<file path="config.mk">
export PLATFORM = sky130hd
export DESIGN_NAME = xing_ctrl
export DESIGN_NICKNAME = d
export VERILOG_FILES = /design/src/rtl/xing_pkg.sv /design/src/rtl/car_sync.sv /design/src/rtl/interval_timer.sv /design/src/rtl/phase_fsm.sv /design/src/rtl/lamp_decoder.sv /design/src/rtl/xing_ctrl.sv
export SDC_FILE = /design/constraint.sdc
export NUM_CORES = 1
export LEC_CHECK = 0
export BUFFER_PORTS_ARGS = -buffer_cell sky130_fd_sc_hd__buf_4
export CORE_AREA = 2 2 39 41
export CTS_CLUSTER_SIZE = 16
export DETAILED_ROUTE_END_ITERATION = 16
export DIE_AREA = 0 0 41 43
export PLACE_DENSITY_LB_ADDON = 0.3
export SKIP_CTS_REPAIR_TIMING = 1
export SLEW_MARGIN = 20
export SYNTH_ARGS = -nofsm -noshare
export SYNTH_HDL_FRONTEND = slang
export SYNTH_SLANG_ARGS = --single-unit
export TNS_END_PERCENT = 10
</file>
<file path="constraint.sdc">
create_clock -name clk -period 1.5 [get_ports clk]
set_clock_uncertainty 0.15 [all_clocks]
set_input_delay 0.075 -clock clk [delete_from_list [all_inputs] [get_ports clk]]
set_output_delay 0.075 -clock clk [all_outputs]
set_load 0.05 [all_outputs]
</file>
<file path="src/rtl/xing_pkg.sv">
package xing_pkg;
    // Bit 0 selects the road that holds the right of way (0 highway, 1 farm);
    // bit 1 marks the yellow half of that road's turn. The lamp decoder relies on this.
    typedef enum logic [1:0] {
        PH_HWY_GO    = 2'b00,
        PH_FARM_GO   = 2'b01,
        PH_HWY_WARN  = 2'b10,
        PH_FARM_WARN = 2'b11
    } phase_e;

    typedef struct packed {
        logic red;
        logic yel;
        logic grn;
    } lamp_t;
endpackage

</file>
<file path="src/rtl/car_sync.sv">
module car_sync #(
    parameter int STAGES = 2
) (
    input  logic clk,
    input  logic rst_n,
    input  logic raw_in,
    output logic sync_out
);
    typedef struct packed {
        logic [STAGES-1:0] sr;
    } sync_t;

    sync_t sync_d, sync_q;

    always_comb begin
        sync_d    = sync_q;
        sync_d.sr = {sync_q.sr[STAGES-2:0], raw_in};
    end

    always_ff @(posedge clk or negedge rst_n) begin
        if (!rst_n) sync_q <= '0;
        else        sync_q <= sync_d;
    end

    assign sync_out = sync_q.sr[STAGES-1];
endmodule

</file>
<file path="src/rtl/interval_timer.sv">
module interval_timer #(
    parameter int SHORT_CYC = 4,
    parameter int LONG_CYC  = 12
) (
    input  logic clk,
    input  logic rst_n,
    input  logic restart,
    output logic short_done,
    output logic long_done
);
    localparam int CNT_W = $clog2(LONG_CYC + 1);
    localparam logic [CNT_W-1:0] SHORT_V = CNT_W'(SHORT_CYC);
    localparam logic [CNT_W-1:0] LONG_V  = CNT_W'(LONG_CYC);

    typedef struct packed {
        logic [CNT_W-1:0] cnt;
    } tmr_t;

    tmr_t tmr_d, tmr_q;

    always_comb begin
        tmr_d = tmr_q;
        if (restart)
            tmr_d.cnt = '0;
        else if (tmr_q.cnt < LONG_V)
            tmr_d.cnt = tmr_q.cnt + 1'b1;
    end

    always_ff @(posedge clk or negedge rst_n) begin
        if (!rst_n) tmr_q <= '0;
        else        tmr_q <= tmr_d;
    end

    assign short_done = (tmr_q.cnt >= SHORT_V);
    assign long_done  = (tmr_q.cnt >= LONG_V);
endmodule

</file>
<file path="src/rtl/phase_fsm.sv">
module phase_fsm
    import xing_pkg::*;
(
    input  logic   clk,
    input  logic   rst_n,
    input  logic   car_s,
    input  logic   short_done,
    input  logic   long_done,
    output phase_e phase,
    output logic   start_tmr
);
    typedef struct packed {
        phase_e ph;
    } fsm_t;

    fsm_t fsm_d, fsm_q;
    logic leave;

    always_comb begin
        fsm_d = fsm_q;
        leave = 1'b0;
        unique case (fsm_q.ph)
            PH_HWY_GO: begin
                leave = long_done && car_s;
                if (leave) fsm_d.ph = PH_HWY_WARN;
            end
            PH_HWY_WARN: begin
                leave = short_done;
                if (leave) fsm_d.ph = PH_FARM_GO;
            end
            PH_FARM_GO: begin
                leave = long_done || !car_s;
                if (leave) fsm_d.ph = PH_FARM_WARN;
            end
            PH_FARM_WARN: begin
                leave = short_done;
                if (leave) fsm_d.ph = PH_HWY_GO;
            end
            default: fsm_d.ph = PH_HWY_GO;
        endcase
    end

    always_ff @(posedge clk or negedge rst_n) begin
        if (!rst_n) fsm_q <= '{ph: PH_HWY_GO};
        else        fsm_q <= fsm_d;
    end

    assign phase     = fsm_q.ph;
    assign start_tmr = leave;
endmodule

</file>
<file path="src/rtl/lamp_decoder.sv">
module lamp_decoder
    import xing_pkg::*;
(
    input  phase_e      phase,
    output lamp_t [1:0] road
);
    // road[0] is the highway, road[1] the farm road
    for (genvar r = 0; r < 2; r++) begin : g_road
        logic mine;
        assign mine    = (phase[0] == 1'(r));
        assign road[r] = '{red: ~mine, yel: mine & phase[1], grn: mine & ~phase[1]};
    end
endmodule

</file>
<file path="src/rtl/xing_ctrl.sv">
module xing_ctrl #(
    parameter int SHORT_CYC = 4,
    parameter int LONG_CYC  = 12
) (
    input  logic clk,
    input  logic rst_n,
    input  logic car_raw,
    output logic hwy_red,
    output logic hwy_yel,
    output logic hwy_grn,
    output logic farm_red,
    output logic farm_yel,
    output logic farm_grn
);
    import xing_pkg::*;

    localparam int SYNC_STAGES = 2;

    logic        car_s;
    logic        short_done;
    logic        long_done;
    logic        start_tmr;
    phase_e      phase_q;
    lamp_t [1:0] road;

    car_sync #(.STAGES(SYNC_STAGES)) u_sync (
        .clk      (clk),
        .rst_n    (rst_n),
        .raw_in   (car_raw),
        .sync_out (car_s)
    );

    interval_timer #(.SHORT_CYC(SHORT_CYC), .LONG_CYC(LONG_CYC)) u_timer (
        .clk        (clk),
        .rst_n      (rst_n),
        .restart    (start_tmr),
        .short_done (short_done),
        .long_done  (long_done)
    );

    phase_fsm u_fsm (
        .clk        (clk),
        .rst_n      (rst_n),
        .car_s      (car_s),
        .short_done (short_done),
        .long_done  (long_done),
        .phase      (phase_q),
        .start_tmr  (start_tmr)
    );

    lamp_decoder u_lamps (
        .phase (phase_q),
        .road  (road)
    );

    assign hwy_red  = road[0].red;
    assign hwy_yel  = road[0].yel;
    assign hwy_grn  = road[0].grn;
    assign farm_red = road[1].red;
    assign farm_yel = road[1].yel;
    assign farm_grn = road[1].grn;
endmodule

</file>
==> out/qor.txt, run 1 <==
IO Count -> 9
Kind of critical path -> reg2reg
Final #Nets -> 80
Setup WS post-layout -> -336 ps
Crit-path max FO -> 4
Pin count of the biggest net entering global routing -> 9
Slew at the pin with the worst max-slew slack -> 309 ps
Longest Clk Path Bufs -> 2
EDFF count, synth -> 0
Worst Path Required -> 1480 ps
Final WL -> 1.06 mm
CTS sink count -> 8
Top delay family on crit path -> flip-flops
Top post-synthesis cells by count -> 8 x dfrtp_1, 6 x ha_1, 5 x nor2_1
Post-DP HPWL -> 778 um
Total gr overflow -> 0
WP buf/inv -> 1
Unrepaired setup endpoints after global routing -> true
CTS Root Cell -> clkbuf_4
Vias in the first global route -> 401
Rows -> 14
CTS tree -> yes
Final count of negative-setup-slack endpoints -> 8
CP max-delay cell -> dfrtp_2
1st-iter DRT viols -> 4
Die H -> 43 um
Slew Limit Fails -> 0
Fillers -> 127
Syn. warnings -> 0
Layout cell share with drive strength beyond 1 -> 50.0%
Max_cap viols -> 0
Sequential area share after synthesis -> 42.9%
Port bufs -> 8
Worst skew pair latency -> 250 ps
DR pass1 iterations -> 2
Vias per cell -> 4.98
# diodes -> 0
Max Freq -> 545 MHz
Pre-CTS WS -> -345 ps
Top cells by area, synth -> dfrtp_1 43%, ha_1 16%, nor2_1 4.0%, o311ai_2 3.5%, a21oi_1 3.2%
Synthesized area per cell -> 10.4 um2
Final GP Congestion -> 0.756
Failing checks -> setup timing
Hold WC Path Type -> in2async
Crit share post-route -> 122%
DR vias -> 428
CP cell instances -> clkinvlp_4, ha_4, or2b_1, o311ai_4, a31oi_2, mux2_4
Die area -> 1760 um2
Final hold slack -> 30.0 ps
Total track usage -> 15.1%
Slew headroom -> 79.2%
CP arrival -> 1820 ps
Endpoint type of the worst setup path -> flip-flop
Initial antenna violation count -> 0
Starting Density -> 33.7%
Global-route wire length before repair -> 1.65 mm
Post-Syn Nets -> 54
Antenna-violating nets left -> 0
Fin util -> 55.2%
Startpoint types -> flip-flop
Synth top area share -> 42.9%
Cell area after synthesis -> 467 um2
Yosys reg bits -> 8
Leading area contributor after synthesis -> dfrtp_1
Post-synth ARST share -> 100%
Width of the chip -> 41 um
Average wire per standard cell -> 12.3 um
Core area -> 1380 um2
CTS buffer count -> 3
CP peak stage delay -> 410 ps
Top-count cell post-synth -> dfrtp_1
Post-Syn Instances -> 45
H-tree depth -> 1
CTS clk-pin slew, worst paths -> 50 ps
DRC Markers -> 0
Ys flop type -> dfrtp_1
Fin crit period -> 1840 ps
Status -> finished with violations
Post-synth cell types -> 21
Area Growth Syn to Fin -> 63.5%
Endpoints failing hold -> 0
## metal layers
layer	track usage, %	share of wire, %
met1	18.6	44
met2	20.6	52
met3	3.14	2.0
met4	14.0	1.4
met5	0	0
## metrics by stage
stage | TNS [ps] | instance area, um2 | cells
final | -1640 | 763 | 86
after global routing | -2430 | 763 | 86
after CTS | -2050 | 707 | 84
after detailed placement | -1650 | 681 | 80
after global placement | -1450 | 681 | 80
after floorplan | -3880 | 515 | 45
## registers in the layout (all words and copies together), names as in the netlist
signal         cells
u_sync.sync_q      2
u_fsm.phase        2
u_timer.tmr_q      4
## worst register-to-register path: cells and delay by family, from the launching register on
kind                     cells  cell delay [ps]
flip-flops                   1              410
AO/OA/AOI/OAI                2              310
AND/OR/NAND/NOR              1              180
buffers and inverters        1              160
multiplexers                 1              320
adder cells (fa/ha/maj)      1              190
## final timing paths
path | slack (ps) | startpoint | depth (start not counted) | to
hold reg to reg | 210 | u_sync.sync_q[0] | 0 | u_sync.sync_q[1]
max in group asynchronous | 1030 | rst_n | 2 | u_fsm.phase[0]
hold / removal | 30 | rst_n | 2 | u_sync.sync_q[0]
setup reg to reg | -340 | u_fsm.phase[0] | 6 | u_fsm.phase[0]
setup / recovery | -340 | u_fsm.phase[0] | 6 | u_fsm.phase[0]
min in group clk | 210 | u_sync.sync_q[0] | 0 | u_sync.sync_q[1]
## layout by cell type, fill, tap and decap left out
cell,Yosys,layout
a211o_1,1,1
a211oi_2,0,1
a21bo_4,0,1
a21oi_1,3,3
a22oi_1,1,1
a31oi_1,2,1
a31oi_2,1,1
a31oi_4,0,1
buf_4,0,18
buf_6,0,2
clkbuf_1,0,1
clkbuf_4,0,3
clkinvlp_4,0,1
dfrtp_1,8,7
dfrtp_2,0,1
dlygate4sd3_1,0,2
ha_1,6,4
ha_4,0,2
inv_1,3,2
mux2_4,0,1
nand2_1,3,3
nand2b_1,1,1
nand3_1,1,1
nor2_1,5,4
nor2_2,0,1
nor3_2,0,1
o21ai_0,2,2
o311ai_4,0,1
o32a_1,1,1
or2b_1,1,1
## logic make-up (layout without fill, tap and decap cells)
family                   Yosys count  after routing  share of synthesized area, %
multiplexers                       1              1                          2.41
AO/OA/AOI/OAI                     14             14                          23.6
flip-flops                         8              8                          42.9
AND/OR/NAND/NOR                   12             12                          11.5
buffers and inverters              4             29                          3.48
adder cells (fa/ha/maj)            6              6                          16.1
## layout make-up
| cell class | count | area, um2 | share of cell area [%] |
|---|---|---|---|
| clock buffers | 4 | 26.3 | 3.44 |
| inverters | 3 | 15.0 | 1.97 |
| multi-input cells | 33 | 323 | 42.3 |
| flip-flops and latches | 8 | 201 | 26.4 |
| well taps | 16 | 20.0 | 2.62 |
| repair buffers | 22 | 178 | 23.3 |
Power of run 1 is left out: the tool's default activity adds up to more than one toggle a clock period on the data nets, which glitch-free logic cannot reach.
==> run 2: changes to the inputs <==
==> constraint.sdc (replaced) <==
create_clock -name clk -period 1.7 [get_ports clk]
set_clock_uncertainty 0.15 [all_clocks]
set_input_delay 0.085 -clock clk [delete_from_list [all_inputs] [get_ports clk]]
set_output_delay 0.085 -clock clk [all_outputs]
set_load 0.05 [all_outputs]
==> run 2 against run 1 <==
Effect of this change: the flow still finishes with violations (setup timing); global-route usage fell by 1.1 points; hold slack lost 4.2 ps; routed wire length shrank 5.0%; maximum frequency up 1.0%; sequential cell count unchanged; critical path depth unchanged; sequential share of layout area is 1.5 points higher; critical endpoint unchanged; highest routed layer unchanged.
==> out/qor.txt, run 2 (synthesis results as in run 1) <==
Status -> finished with violations (unchanged)
Failing checks -> setup timing (unchanged)
Slew headroom -> 77.1% (was 79.2%)
Setup WS post-layout -> -118 ps (was -336 ps)
Starting Density -> 33.7% (unchanged)
Unrepaired setup endpoints after global routing -> true (unchanged)
Design area -> 723 um2 (was 763 um2)
Global-route wire length before repair -> 1.60 mm (was 1.65 mm)
CTS clk-pin slew, worst paths -> 60 ps (was 50 ps)
Final #Nets -> 76 (was 80)
CP arrival -> 1810 ps (was 1820 ps)
Commonest cells after routing, fill and taps aside -> 15 x buf_4, 7 x dfrtp_1, 4 x nor2_1 (was 18 x buf_4, 7 x dfrtp_1, 4 x nor2_1, 4 x ha_1)
CTS sink count -> 8 (unchanged)
Largest Register -> u_timer.tmr_q (unchanged)
1st-iter DRT viols -> 7 (was 4)
CTS Root Cell -> clkbuf_4 (unchanged)
Multi-input logic area -> 317 um2 (was 323 um2)
Final WL -> 1.00 mm (was 1.06 mm)
R2R depth -> 6 (unchanged)
Initial antenna violation count -> 0 (unchanged)
Max Freq -> 550 MHz (was 545 MHz)
Final count of negative-setup-slack endpoints -> 4 (was 8)
DR pass1 iterations -> 4 (was 2)
Vias in the first global route -> 358 (was 401)
Worst r2r src -> u_fsm.phase[0] (unchanged)
Vias per cell -> 4.95 (was 4.98)
Fillers -> 121 (was 127)
DRC Markers -> 0 (unchanged)
Average wire per standard cell -> 12.2 um (was 12.3 um)
Kind of critical path -> reg2reg (unchanged)
Max reg flops -> 4 (unchanged)
Crit-path max FO -> 3 (was 4)
Final GP Congestion -> 0.748 (was 0.756)
Endpoint type of the worst setup path -> flip-flop (unchanged)
Die area -> 1760 um2 (unchanged)
DP Area -> 651 um2 (was 681 um2)
Fin crit period -> 1820 ps (was 1840 ps)
Post-DP HPWL -> 754 um (was 778 um)
Pin count of the biggest net entering global routing -> 10 (was 9)
Reg area -> 201 um2 (unchanged)
Worst skew pair latency -> 260 ps (was 250 ps)
IO Count -> 9 (unchanged)
# diodes -> 0 (unchanged)
Layout cell share with drive strength beyond 1 -> 47.0% (was 50.0%)
Rows -> 14 (unchanged)
CTS tree -> yes (unchanged)
Antenna-violating nets left -> 0 (unchanged)
CTS buffer count -> 3 (unchanged)
Total track usage -> 14.0% (was 15.1%)
Width of the chip -> 41 um (unchanged)
H-tree depth -> 1 (unchanged)
Startpoint types -> flip-flop (unchanged)
Port bufs -> 8 (unchanged)
Endpoints failing hold -> 0 (unchanged)
Slew Limit Fails -> 0 (unchanged)
Most common cell after layout, fill and taps aside -> buf_4 (unchanged)
Total gr overflow -> 0 (unchanged)
Crit share post-route -> 107% (was 122%)
Max_cap viols -> 0 (unchanged)
R2R Setup Slk -> -120 ps (was -340 ps)
Worst r2r dst -> u_fsm.phase[0] (unchanged)
Core area -> 1380 um2 (unchanged)
Area Growth Syn to Fin -> 55.0% (was 63.5%)
Worst Path Required -> 1690 ps (was 1480 ps)
Slew at the pin with the worst max-slew slack -> 344 ps (was 309 ps)
Hold WC Path Type -> in2async (unchanged)
DR vias -> 406 (was 428)
Longest Clk Path Bufs -> 2 (unchanged)
Die H -> 43 um (unchanged)
## run 2: worst max path at each step
stage / start / end / slack, ps / depth (start not counted)
floorplan: u_fsm.phase[0] / u_fsm.phase[0] / -660 / 6
global placement: u_fsm.phase[0] / u_fsm.phase[0] / -60 / 6
detailed placement: u_fsm.phase[0] / u_fsm.phase[0] / -130 / 6
CTS: u_fsm.phase[0] / u_fsm.phase[0] / -140 / 6
global route: u_fsm.phase[0] / u_fsm.phase[0] / -190 / 6
finish: u_fsm.phase[0] / u_fsm.phase[0] / -120 / 6
## run 2: final cells by class
type / count / share of cell area (%)
Clock buffer: 4 / 3.63
Inverter: 3 / 2.08
Multi-Input combinational cell: 33 / 43.8
Sequential cell: 8 / 27.9
Tap cell: 16 / 2.77
Timing Repair Buffer: 18 / 19.9
## run 2: metrics by stage
stage                     cells  worst slack, ps  setup TNS (ps)  util (%)  hold WS (ps)
after floorplan              45             -663           -2640         -          -361
after global placement       76            -63.7            -162      47.0          -243
after detailed placement     76             -127            -260      47.0          -243
after CTS                    80             -141            -465      48.9          -526
after global routing         82             -191            -555      52.3          38.4
final                        82             -118            -177      52.3          25.8
## run 2: worst max-delay path: stages, from the launching register on
cell and delay, ps:
dfrtp_2 400, clkinvlp_4 150, ha_4 190, or2b_1 180, o311ai_4 100, a31oi_2 220, mux2_4 320
## run 2: per-layer routing
| layer | global-route usage, % | wire, um |
|---|---|---|
| met2 | 20.6 | 521 |
| met1 | 17.1 | 436 |
| met3 | 4.71 | 34 |
| met5 | 0 | 0 |
| met4 | 8.00 | 9 |
Power of run 2 is left out for the same reason.
